### config.mk
export PLATFORM = sky130hd
export DESIGN_NAME = cfg_ident_loader
export DESIGN_NICKNAME = d
export VERILOG_FILES = /design/src/rtl/idl_pkg.sv /design/src/rtl/idl_word_fetch.sv /design/src/rtl/idl_ident_decode.sv /design/src/rtl/idl_cfg_readport.sv /design/src/rtl/cfg_ident_loader.sv
export SDC_FILE = /design/constraint.sdc
export NUM_CORES = 1
export LEC_CHECK = 0
export CAP_MARGIN = 40
export CORE_ASPECT_RATIO = 1.75
export CORE_MARGIN = 5
export CORE_UTILIZATION = 30
export CTS_CLUSTER_DIAMETER = 100
export DETAILED_ROUTE_END_ITERATION = 7
export GPL_ROUTABILITY_DRIVEN = 0
export GPL_TIMING_DRIVEN = 0
export HOLD_SLACK_MARGIN = 0.03
export MAX_ROUTING_LAYER = met4
export PLACE_DENSITY = 0.48
export SLEW_MARGIN = 10
export SYNTH_ARGS = -nofsm -noshare
export SYNTH_HDL_FRONTEND = slang
export SYNTH_SLANG_ARGS = --single-unit
### constraint.sdc
create_clock -name clk -period 3.3 [get_ports clk]
set_input_delay 0.66 -clock clk [delete_from_list [all_inputs] [get_ports clk]]
set_output_delay 0.66 -clock clk [all_outputs]
set_load 0.005 [all_outputs]
### src/rtl/idl_pkg.sv
package idl_pkg;

    localparam int N_WORDS = 4;
    localparam int IW      = $clog2(N_WORDS);

    localparam logic [15:0] DEF_DEV     = 16'h1051;
    localparam logic [15:0] DEF_VEN     = 16'h8086;
    localparam logic [7:0]  DEF_REV     = 8'h00;
    localparam logic [7:0]  REV_EE_BASE = 8'h80;
    localparam logic [7:0]  CAP_PTR_VAL = 8'hDC;
    localparam logic [1:0]  MODE_EE     = 2'b01;

    // identity register set
    typedef struct packed {
        logic [15:0] dev_id;
        logic [15:0] ven_id;
        logic [7:0]  rev_id;
        logic [15:0] sub_id;
        logic [15:0] sub_ven;
    } ident_t;

    localparam ident_t IDENT_DEFAULT = '{
        dev_id:  DEF_DEV,
        ven_id:  DEF_VEN,
        rev_id:  DEF_REV,
        sub_id:  16'h0000,
        sub_ven: 16'h0000
    };

    // fields extracted from the fetched words
    typedef struct packed {
        logic        sel_ee;
        logic        ext_id;
        logic [2:0]  rev_lo;
        logic [15:0] sub_id;
        logic [15:0] sub_ven;
        logic [15:0] dev_word;
    } ee_img_t;

    typedef enum logic [1:0] {
        LD_IDLE,
        LD_ISSUE,
        LD_WAIT,
        LD_DONE
    } ld_state_e;

    // memory word address for each fetch slot; the order is the fetch order
    function automatic logic [7:0] slot_addr(input logic [IW-1:0] slot);
        case (slot)
            2'd0:    slot_addr = 8'h0A;
            2'd1:    slot_addr = 8'h0B;
            2'd2:    slot_addr = 8'h0C;
            default: slot_addr = 8'h23;
        endcase
    endfunction

endpackage

### src/rtl/idl_word_fetch.sv
module idl_word_fetch
    import idl_pkg::*;
#(
    parameter int TIMEOUT = 1024,
    parameter int EE_AW   = 8
) (
    input  logic             clk,
    input  logic             rst_n,
    output logic             ee_req,
    output logic [EE_AW-1:0] ee_addr,
    input  logic             ee_rvalid,
    input  logic [15:0]      ee_rdata,
    output ee_img_t          img,
    output logic             fetch_done,
    output logic             fetch_ok
);

    localparam int TW = $clog2(TIMEOUT + 1);

    typedef struct packed {
        ld_state_e   st;
        logic [IW-1:0] idx;
        logic [TW-1:0] timer;
        ee_img_t     img;
        logic        ok;
    } fetch_st_t;

    fetch_st_t s_d, s_q;

    always_comb begin
        s_d = s_q;
        case (s_q.st)
            LD_IDLE: s_d.st = LD_ISSUE;

            LD_ISSUE: begin
                s_d.st    = LD_WAIT;
                s_d.timer = '0;
            end

            LD_WAIT: begin
                if (ee_rvalid) begin
                    case (s_q.idx)
                        2'd0: begin
                            s_d.img.sel_ee = (ee_rdata[15:14] == MODE_EE);
                            s_d.img.ext_id = ee_rdata[13];
                            s_d.img.rev_lo = ee_rdata[10:8];
                        end
                        2'd1:    s_d.img.sub_id   = ee_rdata;
                        2'd2:    s_d.img.sub_ven  = ee_rdata;
                        default: s_d.img.dev_word = ee_rdata;
                    endcase
                    if (s_q.idx == IW'(N_WORDS - 1)) begin
                        s_d.st = LD_DONE;
                        s_d.ok = 1'b1;
                    end else begin
                        s_d.idx = s_q.idx + 1'b1;
                        s_d.st  = LD_ISSUE;
                    end
                end else if (s_q.timer == TW'(TIMEOUT - 1)) begin
                    s_d.st = LD_DONE;
                    s_d.ok = 1'b0;
                end else begin
                    s_d.timer = s_q.timer + 1'b1;
                end
            end

            default: s_d.st = LD_DONE;
        endcase
    end

    always_ff @(posedge clk) begin
        if (!rst_n) begin
            s_q <= '{st: LD_IDLE, idx: '0, timer: '0, img: '0, ok: 1'b0};
        end else begin
            s_q <= s_d;
        end
    end

    assign ee_req     = (s_q.st == LD_ISSUE);
    assign ee_addr    = EE_AW'(slot_addr(s_q.idx));
    assign img        = s_q.img;
    assign fetch_done = (s_q.st == LD_DONE);
    assign fetch_ok   = s_q.ok;


    req_pulse_chk: assert property (@(posedge clk) disable iff (!rst_n)
        ee_req |=> !ee_req);


    wait_bound_chk: assert property (@(posedge clk) disable iff (!rst_n)
        (s_q.st == LD_WAIT) |-> (s_q.timer < TW'(TIMEOUT)));


    image_frozen_chk: assert property (@(posedge clk) disable iff (!rst_n)
        fetch_done |=> (fetch_done && $stable(img) && $stable(fetch_ok)));

endmodule

### src/rtl/idl_ident_decode.sv
module idl_ident_decode
    import idl_pkg::*;
(
    input  ee_img_t img,
    input  logic    use_img,
    output ident_t  ident
);

    logic dev_word_ok;

    always_comb begin
        dev_word_ok = (img.dev_word != 16'h0000) && (img.dev_word != 16'hFFFF);
        ident       = IDENT_DEFAULT;
        if (use_img && img.sel_ee) begin
            ident.sub_id  = img.sub_id;
            ident.sub_ven = img.sub_ven;
            if (dev_word_ok) begin
                ident.dev_id = img.dev_word;
            end
            if (img.ext_id) begin
                ident.ven_id = img.sub_ven;
                ident.rev_id = REV_EE_BASE + {5'b0, img.rev_lo};
            end
        end
    end

endmodule

### src/rtl/idl_cfg_readport.sv
module idl_cfg_readport
    import idl_pkg::*;
#(
    parameter int CA_W = 8
) (
    input  logic            clk,
    input  logic            rst_n,
    input  ident_t          ident,
    input  logic            ident_ok,
    input  logic            rd_en,
    input  logic [CA_W-1:0] rd_addr,
    output logic            rvalid,
    output logic [7:0]      rdata
);

    typedef struct packed {
        logic       vld;
        logic [7:0] data;
    } rp_st_t;

    rp_st_t r_d, r_q;
    logic [7:0] byte_v;
    logic       is_ident;

    always_comb begin
        is_ident = 1'b1;
        case (rd_addr)
            CA_W'(8'h00): byte_v = ident.ven_id[7:0];
            CA_W'(8'h01): byte_v = ident.ven_id[15:8];
            CA_W'(8'h02): byte_v = ident.dev_id[7:0];
            CA_W'(8'h03): byte_v = ident.dev_id[15:8];
            CA_W'(8'h08): byte_v = ident.rev_id;
            CA_W'(8'h2C): byte_v = ident.sub_ven[7:0];
            CA_W'(8'h2D): byte_v = ident.sub_ven[15:8];
            CA_W'(8'h2E): byte_v = ident.sub_id[7:0];
            CA_W'(8'h2F): byte_v = ident.sub_id[15:8];
            CA_W'(8'h34): begin
                byte_v   = CAP_PTR_VAL;
                is_ident = 1'b0;
            end
            default: begin
                byte_v   = 8'h00;
                is_ident = 1'b0;
            end
        endcase

        r_d     = r_q;
        r_d.vld = rd_en;
        if (rd_en) begin
            r_d.data = (is_ident && !ident_ok) ? 8'hFF : byte_v;
        end
    end

    always_ff @(posedge clk) begin
        if (!rst_n) begin
            r_q <= '{vld: 1'b0, data: 8'h00};
        end else begin
            r_q <= r_d;
        end
    end

    assign rvalid = r_q.vld;
    assign rdata  = r_q.data;


    cap_ptr_chk: assert property (@(posedge clk) disable iff (!rst_n)
        (rvalid && $past(rd_addr) == CA_W'(8'h34)) |-> (rdata == CAP_PTR_VAL));


    pre_ready_ones_chk: assert property (@(posedge clk) disable iff (!rst_n)
        (rvalid && !$past(ident_ok) && $past(rd_addr) == CA_W'(8'h02)) |-> (rdata == 8'hFF));


    read_latency_chk: assert property (@(posedge clk) disable iff (!rst_n)
        rd_en |=> rvalid);

endmodule

### src/rtl/cfg_ident_loader.sv
module cfg_ident_loader
    import idl_pkg::*;
#(
    parameter int TIMEOUT = 1024,
    parameter int EE_AW   = 8,
    parameter int CA_W    = 8
) (
    input  logic             clk,
    input  logic             rst_n,
    output logic             ee_req,
    output logic [EE_AW-1:0] ee_addr,
    input  logic             ee_rvalid,
    input  logic [15:0]      ee_rdata,
    input  logic             cfg_rd_en,
    input  logic             cfg_wr_en,
    input  logic [CA_W-1:0]  cfg_addr,
    input  logic [7:0]       cfg_wdata,
    output logic             cfg_rvalid,
    output logic [7:0]       cfg_rdata,
    output logic             ready
);

    typedef struct packed {
        ident_t id;
        logic   rdy;
    } top_st_t;

    top_st_t t_d, t_q;
    ee_img_t img;
    ident_t  decoded;
    logic    fetch_done;
    logic    fetch_ok;

    idl_word_fetch #(
        .TIMEOUT (TIMEOUT),
        .EE_AW   (EE_AW)
    ) u_fetch (
        .clk        (clk),
        .rst_n      (rst_n),
        .ee_req     (ee_req),
        .ee_addr    (ee_addr),
        .ee_rvalid  (ee_rvalid),
        .ee_rdata   (ee_rdata),
        .img        (img),
        .fetch_done (fetch_done),
        .fetch_ok   (fetch_ok)
    );

    idl_ident_decode u_decode (
        .img     (img),
        .use_img (fetch_ok),
        .ident   (decoded)
    );

    always_comb begin
        t_d = t_q;
        if (!t_q.rdy && fetch_done) begin
            t_d.id  = decoded;
            t_d.rdy = 1'b1;
        end
    end

    always_ff @(posedge clk) begin
        if (!rst_n) begin
            t_q <= '{id: IDENT_DEFAULT, rdy: 1'b0};
        end else begin
            t_q <= t_d;
        end
    end

    idl_cfg_readport #(
        .CA_W (CA_W)
    ) u_readport (
        .clk      (clk),
        .rst_n    (rst_n),
        .ident    (t_q.id),
        .ident_ok (t_q.rdy),
        .rd_en    (cfg_rd_en),
        .rd_addr  (cfg_addr),
        .rvalid   (cfg_rvalid),
        .rdata    (cfg_rdata)
    );

    assign ready = t_q.rdy;


    ready_sticky_chk: assert property (@(posedge clk) disable iff (!rst_n)
        ready |=> ready);


    no_req_after_ready_chk: assert property (@(posedge clk) disable iff (!rst_n)
        ready |-> !ee_req);


    ready_after_fetch_chk: assert property (@(posedge clk) disable iff (!rst_n)
        $rose(ready) |-> $past(fetch_done));


    write_ignored_chk: assert property (@(posedge clk) disable iff (!rst_n)
        (cfg_wr_en && ready && (cfg_wdata != 8'h00)) |=> $stable(t_q.id));

endmodule

==> metrics.yaml <==
arrival_ns: 1.90
cp_slowest_stage_delay_ns: 0.45
startpoint_type: "register"
syn_area_um2: 6541
grt_pass1_wl_um: 32160
nNetsFinal: 845
ant_nets: 0
drive_above_1_share: 0.08733
worst_path_dominant_cell_family: "buffers and inverters"
design_area_um2: 7913
cts_buffer_depth: 2
multi_input_area_um2: 3274
yosys.cell_types.count: 64
die_h_um: 205.3
wl_um: 21180
fin_setup_tns_ns: 0
cts.repair.resized: 0
holdBufCountCts: 0
hold_class: "register to register"
status: "finished, final reports clean"
synth_edf_count: 0
syn2layout_area_growth_pct: 20.96
synth_top_cell_by_area: "dfxtp_1"
worstPathMaxFanout: 6
firstDrtPassIters: 5
routedWlPerCell_um: 19.17
worstSetupPathType: "register to output pin"
slew_violations: 0
power.density_nw_per_um2: 516.6
tightest_slew_ns: 0.7231
die-width_um: 121.6
async_reset_ff_frac: 0
yosys-top-cells-count: "nand2_1 (158), dfxtp_1 (147), a21boi_0 (61), a22oi_1 (56), nor2b_1 (54)"
synth.most_common_cell: "nand2_1"
drc: 0
detailed_place_hpwl_um: 16740
ys_seq_elements: 147
ios: 56
insertion_delay_ns: 0.43
antenna_found_initial: 0
relSlewSlack: 0.5143
syn_area_per_cell_um2: 8.828
seq_area_frac_synth: 0.4499
diodes: 0
required_ns: 2.64
clock_sinks: 147
maxCapViolCount: 0
setup_viol: 0
cts_tree: "built"
crit_buf_inv: 2
h-tree-depth: 4
synth_cells: 741
post-place-ws_ns: 0.3559
vias: 5362
hold_viol: 0
synth_flop_cell: "dfxtp_1"
grt_max_degree: 17
placed_cell_area_um2: 7305
critical_path.cell_chain: "inv_1 > ha_1 > or2_2 > clkdlybuf4s50_1"
fin_crit_ns: 2.556
synth_top_area_frac: 0.4499
dieArea_um2: 24970
fin_skew_ns: 0.009802
grt_overflow: 0
p_leak_nw: 2.553
synthTopCellsByArea: "dfxtp_1 (45%), nand2_1 (9.1%), a21boi_0 (7.0%)"
cp_slowest_cell: "clkdlybuf4s50_1"
initial_core_util: 0.3043
irDropWorstVdd_v: 0.0002364
cts_made_buffers: 17
root_buffer: "clkbuf_16"
regArea_um2: 2943
end_kind: "output pin"
track_usage: 0.1795
grt_pass1_vias: 5289
rsz0062_at_grt: "no"
finalCritPeriodShare: 0.7747
fmax_mhz: 391.2
yosys_warnings: 0
post_cts_buffers: 0
coreArea_um2: 21500
fillers: 2278
drt_iter0_drc: 310
clk_pin_slew_ns: 0.06
fp-row-count: 71
vias_per_cell: 4.852
worst_slack_ns: 0.7436
io_buffers: 39
==> metrics by stage <==
step | hold slack [ns] | util | cells | total power, mW
2_1_floorplan | 0.4227 | - | 743 | 1.957
3_3_place_gp | 0.4392 | 0.3398 | 1074 | 2.081
3_5_place_dp | 0.4502 | 0.3398 | 1074 | 2.080
4_1_cts | 0.4652 | 0.3681 | 1105 | 4.127
5_1_grt | 0.4787 | 0.3681 | 1105 | 4.218
6_report | 0.4571 | 0.3681 | 1105 | 4.088
==> area by class of cell <==
cell class,count,area share
Sequential cell,147,0.3719
Clock buffer,22,0.05740
Tap cell,292,0.04617
Timing Repair Buffer,39,0.04934
Inverter,12,0.005693
Multi-Input combinational cell,529,0.4138
Clock inverter,9,0.01945
Buffer,55,0.03621
==> metal layers <==
| layer | part of all wire | global-route usage | wire, um |
|---|---|---|---|
| met2 | 0.55 | 0.3244 | 11550 |
| met4 | 0.046 | 0.09295 | 970 |
| met1 | 0.38 | 0.1838 | 8120 |
| met3 | 0.025 | 0.03053 | 539 |
| met5 | 0 | - | 0 |
==> power breakdown <==
group	leakage (nW)	switching [mW]	internal [mW]
logic	1.08	0.147	0.0962
clock network	0.291	0.769	1.28
registers	1.19	0.0108	1.78
total	2.55	0.927	3.16
==> final timing paths <==
path                                                    from                            to  slack (ns)  depth (start not counted)
worst min register to register  u_fetch.s_q[64]$_SDFFE_PN0P_  u_fetch.s_q[64]$_SDFFE_PN0P_        0.46                          2
worst max register to register            ready$_SDFFE_PN0P_          t_q[45]$_SDFFE_PN0P_        1.24                          9
worst max-delay path            u_fetch.s_q[66]$_SDFFE_PN0P_                    ee_addr[0]        0.74                          4
worst min-delay path            u_fetch.s_q[64]$_SDFFE_PN0P_  u_fetch.s_q[64]$_SDFFE_PN0P_        0.46                          2
==> registers in the layout (all words and copies together), names as in the netlist <==
name / cells
ready: 1
t_q: 68
u_readport.rvalid: 1
u_readport.rdata: 8
u_fetch.img: 53
u_fetch.s_q: 15
u_fetch.fetch_ok: 1
==> tightest hold or removal path, cell delays in order, from the launching register on <==
cell,delay (ns)
dfxtp_1,0.31
nand3_1,0.06
a41oi_1,0.04
==> cell families after synthesis <==
family,count (synthesis),synth area share
muxes,18,0.03194
adders and majority gates,7,0.01339
xor gates and xnor gates,8,0.01071
AOI/OAI and AO/OA,188,0.2119
other,1,0.0005733
and+or+nand+nor,305,0.2309
DFF,147,0.4499
buffers and inverters,67,0.05069
==> cells in the final DEF (no fill, tap or decap), types with 3 or more instances in the layout <==
cell	count
nand2_1	158
dfxtp_1	147
a21boi_0	61
a22oi_1	56
nor2b_1	54
clkdlybuf4s50_1	39
clkbuf_1	29
nor2_1	20
buf_2	19
clkbuf_16	17
nand3_1	16
mux2i_1	13
inv_1	10
o21ai_0	10
a21boi_1	9
o22ai_1	9
and3_1	8
buf_4	7
xnor2_1	7
ha_1	7
and2_1	6
nand4_1	6
nor3_1	6
nand3b_1	5
nor4_1	5
a21oi_1	5
buf_6	4
a31oi_1	4
o2bb2ai_1	4
a311oi_1	4
bufinv_16	4
nand2b_1	3
nor3b_1	3
a211oi_1	3
o31a_1	3
mux2_2	3
o21ai_1	3
conb_1	3
Power figures use the tool's default switching activity.
